--- src/rtl/spi_eng_pkg.sv ---
`timescale 1ns/1ps
package spi_eng_pkg;
  typedef enum logic {ST_IDLE = 1'b0, ST_SHIFT = 1'b1} eng_state_t;
  localparam int CTL_W      = 16;
  localparam int CTL_MSTR   = 0;
  localparam int CTL_CPOL   = 1;
  localparam int CTL_CPHA   = 2;
  localparam int CTL_DIV_LO = 3;
  localparam int CTL_CS_LO  = 10;
  localparam int CTL_MAN_CS = 14;
  localparam int CTL_MAN_GO = 15;
endpackage

--- src/rtl/spi_div_tick.sv ---
`timescale 1ns/1ps
module spi_div_tick #(
  parameter int DIV_W = 3
) (
  input  logic             clk,
  input  logic             rst_n,
  input  logic             run,
  input  logic [DIV_W-1:0] div,
  output logic             tick
);
  localparam int CNT_W = (1 << DIV_W) - 1;

  logic [CNT_W-1:0] cnt_q, cnt_d, lim;

  // half-period minus one: 2^div - 1
  assign lim  = ~({CNT_W{1'b1}} << div);
  assign tick = run && (cnt_q == lim);

  always_comb begin
    if (!run || tick) cnt_d = '0;
    else              cnt_d = cnt_q + 1'b1;
  end

  always_ff @(posedge clk or negedge rst_n) begin
    if (!rst_n) cnt_q <= '0;
    else        cnt_q <= cnt_d;
  end

  // counter never passes the half-period limit while running
  p_cnt_bound_r2: assert property (@(posedge clk) disable iff (!rst_n)
    run |-> (cnt_q <= lim));
endmodule

--- src/rtl/spi_cs_drive.sv ---
`timescale 1ns/1ps
module spi_cs_drive #(
  parameter int NUM_CS = 4
) (
  input  logic              en,
  input  logic              manual,
  input  logic              busy,
  input  logic [NUM_CS-1:0] sel_n,
  output logic [NUM_CS-1:0] cs_n
);
  logic drive_ok;
  assign drive_ok = en && (manual || busy);

  for (genvar i = 0; i < NUM_CS; i++) begin : g_line
    assign cs_n[i] = ~(drive_ok & ~sel_n[i]);
  end
endmodule

--- src/rtl/spi_shift_core.sv ---
`timescale 1ns/1ps
module spi_shift_core
  import spi_eng_pkg::*;
#(
  parameter int BYTES = 4,
  parameter int DIV_W = 3
) (
  input  logic                       clk,
  input  logic                       rst_n,
  input  logic                       en,
  input  logic                       mstr_en,
  input  logic                       cpol,
  input  logic                       cpha,
  input  logic [DIV_W-1:0]           div,
  input  logic                       go_ok,
  input  logic                       tx_valid,
  input  logic [BYTES*8-1:0]         tx_data,
  input  logic [$clog2(BYTES)-1:0]   tx_len,
  input  logic                       tick,
  input  logic                       miso,
  output logic                       tx_pop,
  output logic                       busy,
  output logic [DIV_W-1:0]           div_run,
  output logic                       sclk,
  output logic                       mosi,
  output logic                       rx_push,
  output logic [BYTES*8-1:0]         rx_data
);
  localparam int W     = BYTES * 8;
  localparam int IDX_W = $clog2(W);

  function automatic logic [IDX_W-1:0] bit_at(input logic [IDX_W-1:0] b);
    return {b[IDX_W-1:3], ~b[2:0]};
  endfunction

  eng_state_t       st_q, st_d;
  logic [IDX_W-1:0] bcnt_q, bcnt_d, last_q, last_d;
  logic             half_q, half_d;
  logic [W-1:0]     word_q, word_d, rx_q, rx_d;
  logic             mosi_q, mosi_d, sclk_q, sclk_d;
  logic             cpha_q, cpha_d, push_q, push_d;
  logic [DIV_W-1:0] div_q, div_d;
  logic             start;

  assign start = (st_q == ST_IDLE) && en && mstr_en && tx_valid && go_ok;

  always_comb begin
    st_d   = st_q;
    bcnt_d = bcnt_q;
    last_d = last_q;
    half_d = half_q;
    word_d = word_q;
    rx_d   = rx_q;
    mosi_d = mosi_q;
    sclk_d = sclk_q;
    cpha_d = cpha_q;
    div_d  = div_q;
    push_d = 1'b0;
    case (st_q)
      ST_IDLE: begin
        sclk_d = cpol;
        if (start) begin
          st_d   = ST_SHIFT;
          bcnt_d = '0;
          half_d = 1'b0;
          word_d = tx_data;
          last_d = {tx_len, 3'b111};
          rx_d   = '0;
          cpha_d = cpha;
          div_d  = div;
          if (!cpha) mosi_d = tx_data[7];
        end
      end
      default: begin
        if (!en) begin
          st_d   = ST_IDLE;
          sclk_d = cpol;
        end else if (tick) begin
          sclk_d = ~sclk_q;
          if (!half_q) begin
            half_d = 1'b1;
            if (!cpha_q) rx_d[bit_at(bcnt_q)] = miso;
            else         mosi_d = word_q[bit_at(bcnt_q)];
          end else begin
            half_d = 1'b0;
            if (cpha_q) rx_d[bit_at(bcnt_q)] = miso;
            if (bcnt_q == last_q) begin
              st_d   = ST_IDLE;
              push_d = 1'b1;
            end else begin
              bcnt_d = bcnt_q + 1'b1;
              if (!cpha_q) mosi_d = word_q[bit_at(bcnt_q + 1'b1)];
            end
          end
        end
      end
    endcase
  end

  always_ff @(posedge clk or negedge rst_n) begin
    if (!rst_n) begin
      st_q   <= ST_IDLE;
      bcnt_q <= '0;
      last_q <= '0;
      half_q <= 1'b0;
      word_q <= '0;
      rx_q   <= '0;
      mosi_q <= 1'b0;
      sclk_q <= 1'b0;
      cpha_q <= 1'b0;
      div_q  <= '0;
      push_q <= 1'b0;
    end else begin
      st_q   <= st_d;
      bcnt_q <= bcnt_d;
      last_q <= last_d;
      half_q <= half_d;
      word_q <= word_d;
      rx_q   <= rx_d;
      mosi_q <= mosi_d;
      sclk_q <= sclk_d;
      cpha_q <= cpha_d;
      div_q  <= div_d;
      push_q <= push_d;
    end
  end

  assign tx_pop  = start;
  assign busy    = (st_q == ST_SHIFT);
  assign div_run = div_q;
  assign sclk    = sclk_q;
  assign mosi    = mosi_q;
  assign rx_push = push_q;
  assign rx_data = rx_q;

  // a pop always launches a transfer
  p_pop_starts_r8: assert property (@(posedge clk) disable iff (!rst_n)
    tx_pop |=> busy);
  // sclk only moves on a divider tick while running
  p_sclk_hold_r2: assert property (@(posedge clk) disable iff (!rst_n)
    (busy && en && !tick) |=> $stable(sclk));
  // push only at the end of a transfer, one cycle wide
  p_push_end_r6: assert property (@(posedge clk) disable iff (!rst_n)
    rx_push |-> (!busy && $past(busy)));
  p_push_once_r6: assert property (@(posedge clk) disable iff (!rst_n)
    rx_push |=> !rx_push);
  // dropping enable ends any transfer
  p_abort_r11: assert property (@(posedge clk) disable iff (!rst_n)
    !en |=> !busy);
endmodule

--- src/rtl/spi_word_engine.sv ---
`timescale 1ns/1ps
module spi_word_engine
  import spi_eng_pkg::*;
#(
  parameter int BYTES  = 4,
  parameter int DIV_W  = 3,
  parameter int NUM_CS = 4
) (
  input  logic                     clk,
  input  logic                     rst_n,
  input  logic [15:0]              ctrl,
  input  logic                     en,
  input  logic                     go,
  input  logic                     tx_valid,
  input  logic [BYTES*8-1:0]       tx_data,
  input  logic [$clog2(BYTES)-1:0] tx_len,
  output logic                     tx_pop,
  output logic                     rx_push,
  output logic [BYTES*8-1:0]       rx_data,
  output logic                     sclk,
  output logic                     mosi,
  input  logic                     miso,
  output logic [NUM_CS-1:0]        cs_n,
  output logic                     busy
);
  logic             tick, go_ok;
  logic [DIV_W-1:0] div_run;
  logic             unused_ctrl;

  assign go_ok       = !ctrl[CTL_MAN_GO] || go;
  assign unused_ctrl = ^ctrl[CTL_CS_LO-1:CTL_DIV_LO+DIV_W];

  spi_div_tick #(.DIV_W(DIV_W)) u_div (
    .clk  (clk),
    .rst_n(rst_n),
    .run  (busy),
    .div  (div_run),
    .tick (tick)
  );

  spi_shift_core #(.BYTES(BYTES), .DIV_W(DIV_W)) u_core (
    .clk     (clk),
    .rst_n   (rst_n),
    .en      (en),
    .mstr_en (ctrl[CTL_MSTR]),
    .cpol    (ctrl[CTL_CPOL]),
    .cpha    (ctrl[CTL_CPHA]),
    .div     (ctrl[CTL_DIV_LO +: DIV_W]),
    .go_ok   (go_ok),
    .tx_valid(tx_valid),
    .tx_data (tx_data),
    .tx_len  (tx_len),
    .tick    (tick),
    .miso    (miso),
    .tx_pop  (tx_pop),
    .busy    (busy),
    .div_run (div_run),
    .sclk    (sclk),
    .mosi    (mosi),
    .rx_push (rx_push),
    .rx_data (rx_data)
  );

  spi_cs_drive #(.NUM_CS(NUM_CS)) u_cs (
    .en    (en),
    .manual(ctrl[CTL_MAN_CS]),
    .busy  (busy),
    .sel_n (ctrl[CTL_CS_LO +: NUM_CS]),
    .cs_n  (cs_n)
  );

  // disabled engine never selects a device
  p_cs_quiet_r11: assert property (@(posedge clk) disable iff (!rst_n)
    !en |-> (&cs_n));
  // automatic select releases every line when idle
  p_cs_auto_r10: assert property (@(posedge clk) disable iff (!rst_n)
    (!ctrl[CTL_MAN_CS] && !busy) |-> (&cs_n));
endmodule

--- config.mk ---
export PLATFORM = sky130hd
export DESIGN_NAME = spi_word_engine
export DESIGN_NICKNAME = d
export VERILOG_FILES = /design/src/rtl/spi_eng_pkg.sv /design/src/rtl/spi_div_tick.sv /design/src/rtl/spi_cs_drive.sv /design/src/rtl/spi_shift_core.sv /design/src/rtl/spi_word_engine.sv
export SDC_FILE = /design/constraint.sdc
export NUM_CORES = 1
export LEC_CHECK = 0
export ABC_AREA = 1
export BUFFER_PORTS_ARGS = -buffer_cell sky130_fd_sc_hd__buf_2
export CAP_MARGIN = 10
export CORE_ASPECT_RATIO = 1.5
export CORE_UTILIZATION = 60
export DETAILED_ROUTE_END_ITERATION = 10
export GPL_TIMING_DRIVEN = 0
export PLACE_DENSITY_LB_ADDON = 0.25
export SYNTH_ARGS = -nofsm -noshare
export SYNTH_HDL_FRONTEND = slang
export SYNTH_SLANG_ARGS = --single-unit
--- constraint.sdc ---
create_clock -name clk -period 3.37 [get_ports clk]
set_input_delay 0.5055 -clock clk [delete_from_list [all_inputs] [get_ports clk]]
set_output_delay 0.5055 -clock clk [all_outputs]
set_load 0.1 [all_outputs]
# After elaboration in Yosys (flattened, before gate mapping)
# Cells that the tools add are included.
[totals]
regBits = 90
wordCells = 115
[op_classes]
n_eq_ne = 13
n_shift = 1
mux = 49
add_sub_neg = 2
bitwise_logic = 17
n_lt_le_gt_ge = 3
reduce_logical = 18
[ops]
columns = ["operator", "count"]
rows = [
  ["$mux 32", 7],
  ["$bwmux 32", 1],
  ["$mux 1", 31],
  ["$mux 5", 6],
  ["$ne 3x3->1 const B", 6],
  ["$lt 5x6->1 const B", 2],
  ["$bmux 1 s5", 2],
  ["$not 1->1", 10],
  ["$reduce_and 5->1", 2],
  ["$ne 2x2->1 const B", 4],
  ["$add 7x1->7 const B", 1],
  ["$eq 7x7->1", 1],
  ["$logic_and 1x1->1", 7],
  ["$mux 7", 1],
  ["$not 7->7", 1],
  ["$reduce_and 7->1", 1],
  ["$shl 7x3->7 const A", 1],
  ["$not 3->3", 2],
  ["$add 5x1->5 const B", 1],
  ["$demux 1 s5", 1],
  ["$eq 5x5->1", 1],
  ["$ge 5x1->1 const B", 1],
  ["$and 1x1->1", 4],
  ["$logic_or 1x1->1", 3],
  ["other kinds (5)", 6],
]

# Depth between registers and ports, before layout
[depth]
ltp_word = 11
ltp_mapped = 14
ltp_nobuf = 12

# Modules after synthesis
# Synthesis repeated with hierarchy kept, for this count alone.
[unflattened]
cells_unflattened = 676
area_unflattened_um2 = 4938.5
[modules_own_cells]
columns = ["mod", "cells_per_inst", "instances", "area_per_inst_um2"]
rows = [
  ["spi_shift_core", 593, 1, 4371.7],
  ["spi_div_tick", 70, 1, 510.5],
  ["spi_cs_drive", 11, 1, 48.8],
  ["spi_word_engine", 2, 1, 7.5],
]

# Worst setup path after synthesis
# Ideal clock, no wire load.
[synth_path]
path_kind = "register to output"
from = "register u_core.st_q (netlist: u_core.busy)"
to = "output port tx_pop"
path_stages_with_launch = 5
path_slack_ns = 0.464
t_required_ns = 2.864
arrival_time_ns = 2.401
path_cell_list = "dfrtp_1 -> nor3_1 -> o21ai_1 -> inv_2 -> clkbuf_1"
[synth_between]
elab_chain_len = 5
[synth_lines]
columns = ["item", "line_no", "source"]
rows = [
  ["from (decl)", "spi_shift_core.sv:36", "eng_state_t st_q, st_d;"],
  ["from (signal assigned)", "spi_shift_core.sv:114", "st_q <= st_d;"],
  ["$not 1->1 (no line)", "n/a", ""],
  ["$logic_and 1x1->1 (4 in series)", "spi_shift_core.sv:45", "assign start = (st_q == ST_IDLE) && en && mstr_en && tx_valid && go_ok;"],
  ["to (decl)", "spi_word_engine.sv:17", "output logic tx_pop,"],
]
# Every way passes these cells.

# Final worst setup path
[layout_path]
from = "register u_core.bcnt_q[0]"
to = "register u_core.mosi_q (netlist: u_core.mosi)"
[layout_between]
elab_chain_len = 10
[layout_lines]
columns = ["item", "line_no", "source"]
rows = [
  ["from (decl)", "spi_shift_core.sv:37", "logic [IDX_W-1:0] bcnt_q, bcnt_d, last_q, last_d;"],
  ["from (signal assigned)", "spi_shift_core.sv:115", "bcnt_q <= bcnt_d;"],
  ["$add 5x1->5", "spi_shift_core.sv:92", "if (!cpha_q) mosi_d = word_q[bit_at(bcnt_q + 1'b1)];"],
  ["$not 3->3", "spi_shift_core.sv:33", "return {b[IDX_W-1:3], ~b[2:0]};"],
  ["$bmux 1 s5", "spi_shift_core.sv:92", ""],
  ["$mux 1 (not written as such)", "spi_shift_core.sv:92", ""],
  ["$mux 1", "spi_shift_core.sv:92", ""],
  ["$mux 1", "spi_shift_core.sv:87", "if (bcnt_q == last_q) begin"],
  ["$mux 1", "spi_shift_core.sv:80", "if (!half_q) begin"],
  ["$mux 1", "spi_shift_core.sv:78", "end else if (tick) begin"],
  ["$mux 1", "spi_shift_core.sv:75", "if (!en) begin"],
  ["$mux 1", "spi_shift_core.sv:59", "case (st_q)"],
  ["to (signal assigned)", "spi_shift_core.sv:120", "mosi_q <= mosi_d;"],
  ["to (decl)", "spi_shift_core.sv:40", "logic mosi_q, mosi_d, sclk_q, sclk_d;"],
]
# Parallel ways exist; a longest one is shown, timed or not. The select of a mux whose other input is x is not followed.
# A chain may end at the register's enable or synchronous reset.

==> results.yml <==
clock_tree:
  cts_tree: "done"
  htree_levels: 3
  cts_root_buf: "clkbuf_16"
  cts_buffer_depth: 2
  cts_setup_buffers: 0
  cts_buffers: 9
  worstSkewPairLatency_ns: 0.35
  cts_resized: 0
  hold_buffers: 0
  cts.sinks: 88
  clk_pin_slew_ns: 0.06
die:
  core_area_mm2: 0.00776
  die_y_um: 112
  io_pins: 97
  die_width_um: 75.6
  initial_core_util_pct: 62.9
  die-area_mm2: 0.00851
  row_count: 39
worst_setup_path:
  rr_startpoint: "u_core.bcnt_q[0]"
  r2r_slack_ns: 0.28
  r2r_cells: 12
  worstPathArrival_ns: 3.37
  cp_max_fo: 11
  worstSetupPathType: "flip-flop to flip-flop"
  slowest_delay_ns: 0.44
  startpoint: "u_core.bcnt_q[0]"
  start_kind: "flip-flop"
  r2r-end: "u_core.mosi"
  crit_top_cell: "nand3_1"
  critPathTopFamily: "buffers and inverters"
  path_cells: "buf_2, clkinv_1, buf_2, ha_1, clkbuf_1, clkbuf_1, o211ai_1, nand3_1, nand3_1, nand3_1, nand3b_1, a21oi_1"
  worstPathRequired_ns: 3.65
  path_depth: 12
  end_kind: "flip-flop"
  cp-endpoint: "u_core.mosi"
  critical_path_buf_inv_count: 5
  critical_path.slowest_cell: "clkbuf_1"
route:
  dr_wl_met3_um: 765
  drc: 0
  vias: 4994
  highest_layer: "met4"
  route.met2.wl_um: 6930
  first_iter_violations: 404
  wl_per_cell_um: 14.9
  drt.antenna.violating_nets: 0
  routed_wl_um: 13400
  drt_first_pass_iters: 5
  via_per_inst: 5.56
  wl_met1_um: 4950
placement:
  port_buffers: 92
  gp_congestion: 0.900
  dpl.hpwl_um: 9590
pwr:
  p_per_area_mw_per_mm2: 534
  clockPowerShare_pct: 36.7
  ir_worst_vdd_mv: 0.537
  combinationalPowerShare_pct: 23.8
  internal-power_mw: 2.10
  switching_share_pct: 32.6
  p_seq_share_pct: 39.5
  p_leak_nw: 3.10
  switching_power_mw: 1.02
cells_and_area:
  insertedDiodeCount: 0
  drive_above_1_share_pct: 16.7
  syn_to_final_growth_pct: 19.6
  num-fill-cells: 590
  finalNetCount: 853
timing:
  slew_violations: 0
  worst_pin_slew_ns: 0.691
  finalSetupViolCount: 0
  setup_tns_ns: 0
  hold_viol: 0
  whs_ns: 0.0855
  fin_crit_sh_pct: 91.8
  worst_clock_skew_ns: 0.00639
  max_freq_ghz: 0.323
  grt_setup_unrepaired: "no"
  fin_crit_ns: 3.09
  slew_headroom_pct: 53.7
yosys:
  synthFlopType: "dfrtp_1"
  yosysWarnings: 0
  syn_inst: 688
  yosysMostFrequentCell: "nand2_1"
  synth_area_leaders: "dfrtp_1, nand2_1, o21ai_0"
  ys_ff_latch: 88
  synth-edff-count: 0
  ys_top_cells_by_count: "nand2_1, dfrtp_1, nor2_1, inv_1, o21ai_0"
  synth_cell_type_count: 28
  syn_area_mm2: 0.00488
  synth.avg_cell_area_um2: 7.09
  yosysTopAreaCellShare_pct: 45.1
  ys_seq_area_share_pct: 45.1
  syn_nets: 749
  synth_area_leader_cell: "dfrtp_1"
  async_reset_ff_share_pct: 100
global_routing:
  antenna_found_initial: 0
  grt_pass1_vias: 4851
  overflow: 0
  grt_max_degree: 59
  grt_use_total_pct: 34.1
  grt_pass1_wl_um: 21700
outcome:
  outcome: "finished, final reports clean"
job:
  max_cap_viol_count: 0
hold_path:
  hold_class: "primary input to async pin"
## placed cells by master (no fill, tap or decap), types with 2 or more instances in the layout
cell type,count
nand2_1,243
buf_2,102
dfrtp_1,88
nor2_1,74
inv_1,70
o21ai_0,59
nand3_1,39
o211ai_1,25
clkbuf_1,17
o21ai_1,11
a21oi_1,11
clkbuf_16,9
xor2_1,7
ha_1,5
inv_2,4
nor2_2,3
nand4_1,3
clkinv_1,3
buf_6,3
bufinv_16,3
nor3_1,2
nor3b_1,2
nand3b_1,2
clkinv_2,2
## cells by family after synthesis
family | share of synthesized area [%]
compound gates | 12.3
xor+xnor | 1.44
fa+ha+maj | 1.28
buf+inv | 9.05
flops | 45.1
simple gates | 30.8
## area by class of cell
cell class,count,area (um2),area share (%)
Buffer,31,153,2.62
Multi-Input combinational cell,492,2240,38.3
Sequential cell,88,2200,37.7
Inverter,77,289,4.95
Clock buffer,10,229,3.92
Timing Repair Buffer,93,490,8.41
Tap cell,102,128,2.19
Clock inverter,6,108,1.84
## sequential cells by signal, indices dropped and copies added, names as in the netlist
register        flops
u_core.word_q      32
u_div.cnt_q         7
u_core.half_q       1
u_core.busy         1
u_core.div_run      3
u_core.rx_push      1
u_core.cpha_q       1
u_core.bcnt_q       5
u_core.rx_data     32
u_core.sclk         1
u_core.mosi         1
u_core.last_q       3
## metal layers
layer / global-route usage [%] / vias to the layer above
li1: - / 2369
met1: 36.7 / 2320
met2: 57.0 / 239
met3: 7.81 / 66
met4: 23.8 / 0
met5: 0 / -
## power groups by stage
stage	clock network, mW	logic (mW)	registers (mW)
after floorplan	0	0.452	1.29
after global placement	0	0.691	1.24
after detailed placement	0	0.720	1.25
after CTS	1.15	0.728	1.23
after global routing	1.19	0.824	1.24
final	1.14	0.740	1.23
## per-stage QoR
step | cell area, um2 | total power [mW] | cells | util [%] | setup slack, ns
finish | 5830 | 3.11 | 899 | 75.2 | 0.278
global route | 5830 | 3.25 | 899 | 75.2 | 0.108
CTS | 5830 | 3.10 | 899 | 75.2 | 0.353
detailed placement | 5500 | 1.97 | 883 | 70.9 | 0.359
global placement | 5470 | 1.93 | 882 | 70.5 | 0.440
floorplan | 4880 | 1.74 | 688 | - | 0.464
## worst min-delay path by stage
stage / endpoint / slack [ns] / cells after the start
6_report: u_core.rx_data[5] / 0.09 / 1
3_3_place_gp: u_core.last_q[2] / 0.45 / 2
4_1_cts: u_core.rx_data[7] / 0.10 / 1
5_1_grt: u_core.rx_data[7] / 0.11 / 1
3_5_place_dp: u_core.last_q[2] / 0.45 / 2
2_1_floorplan: u_core.bcnt_q[0] / 0.21 / 0
(Power assumes the default switching activity.)
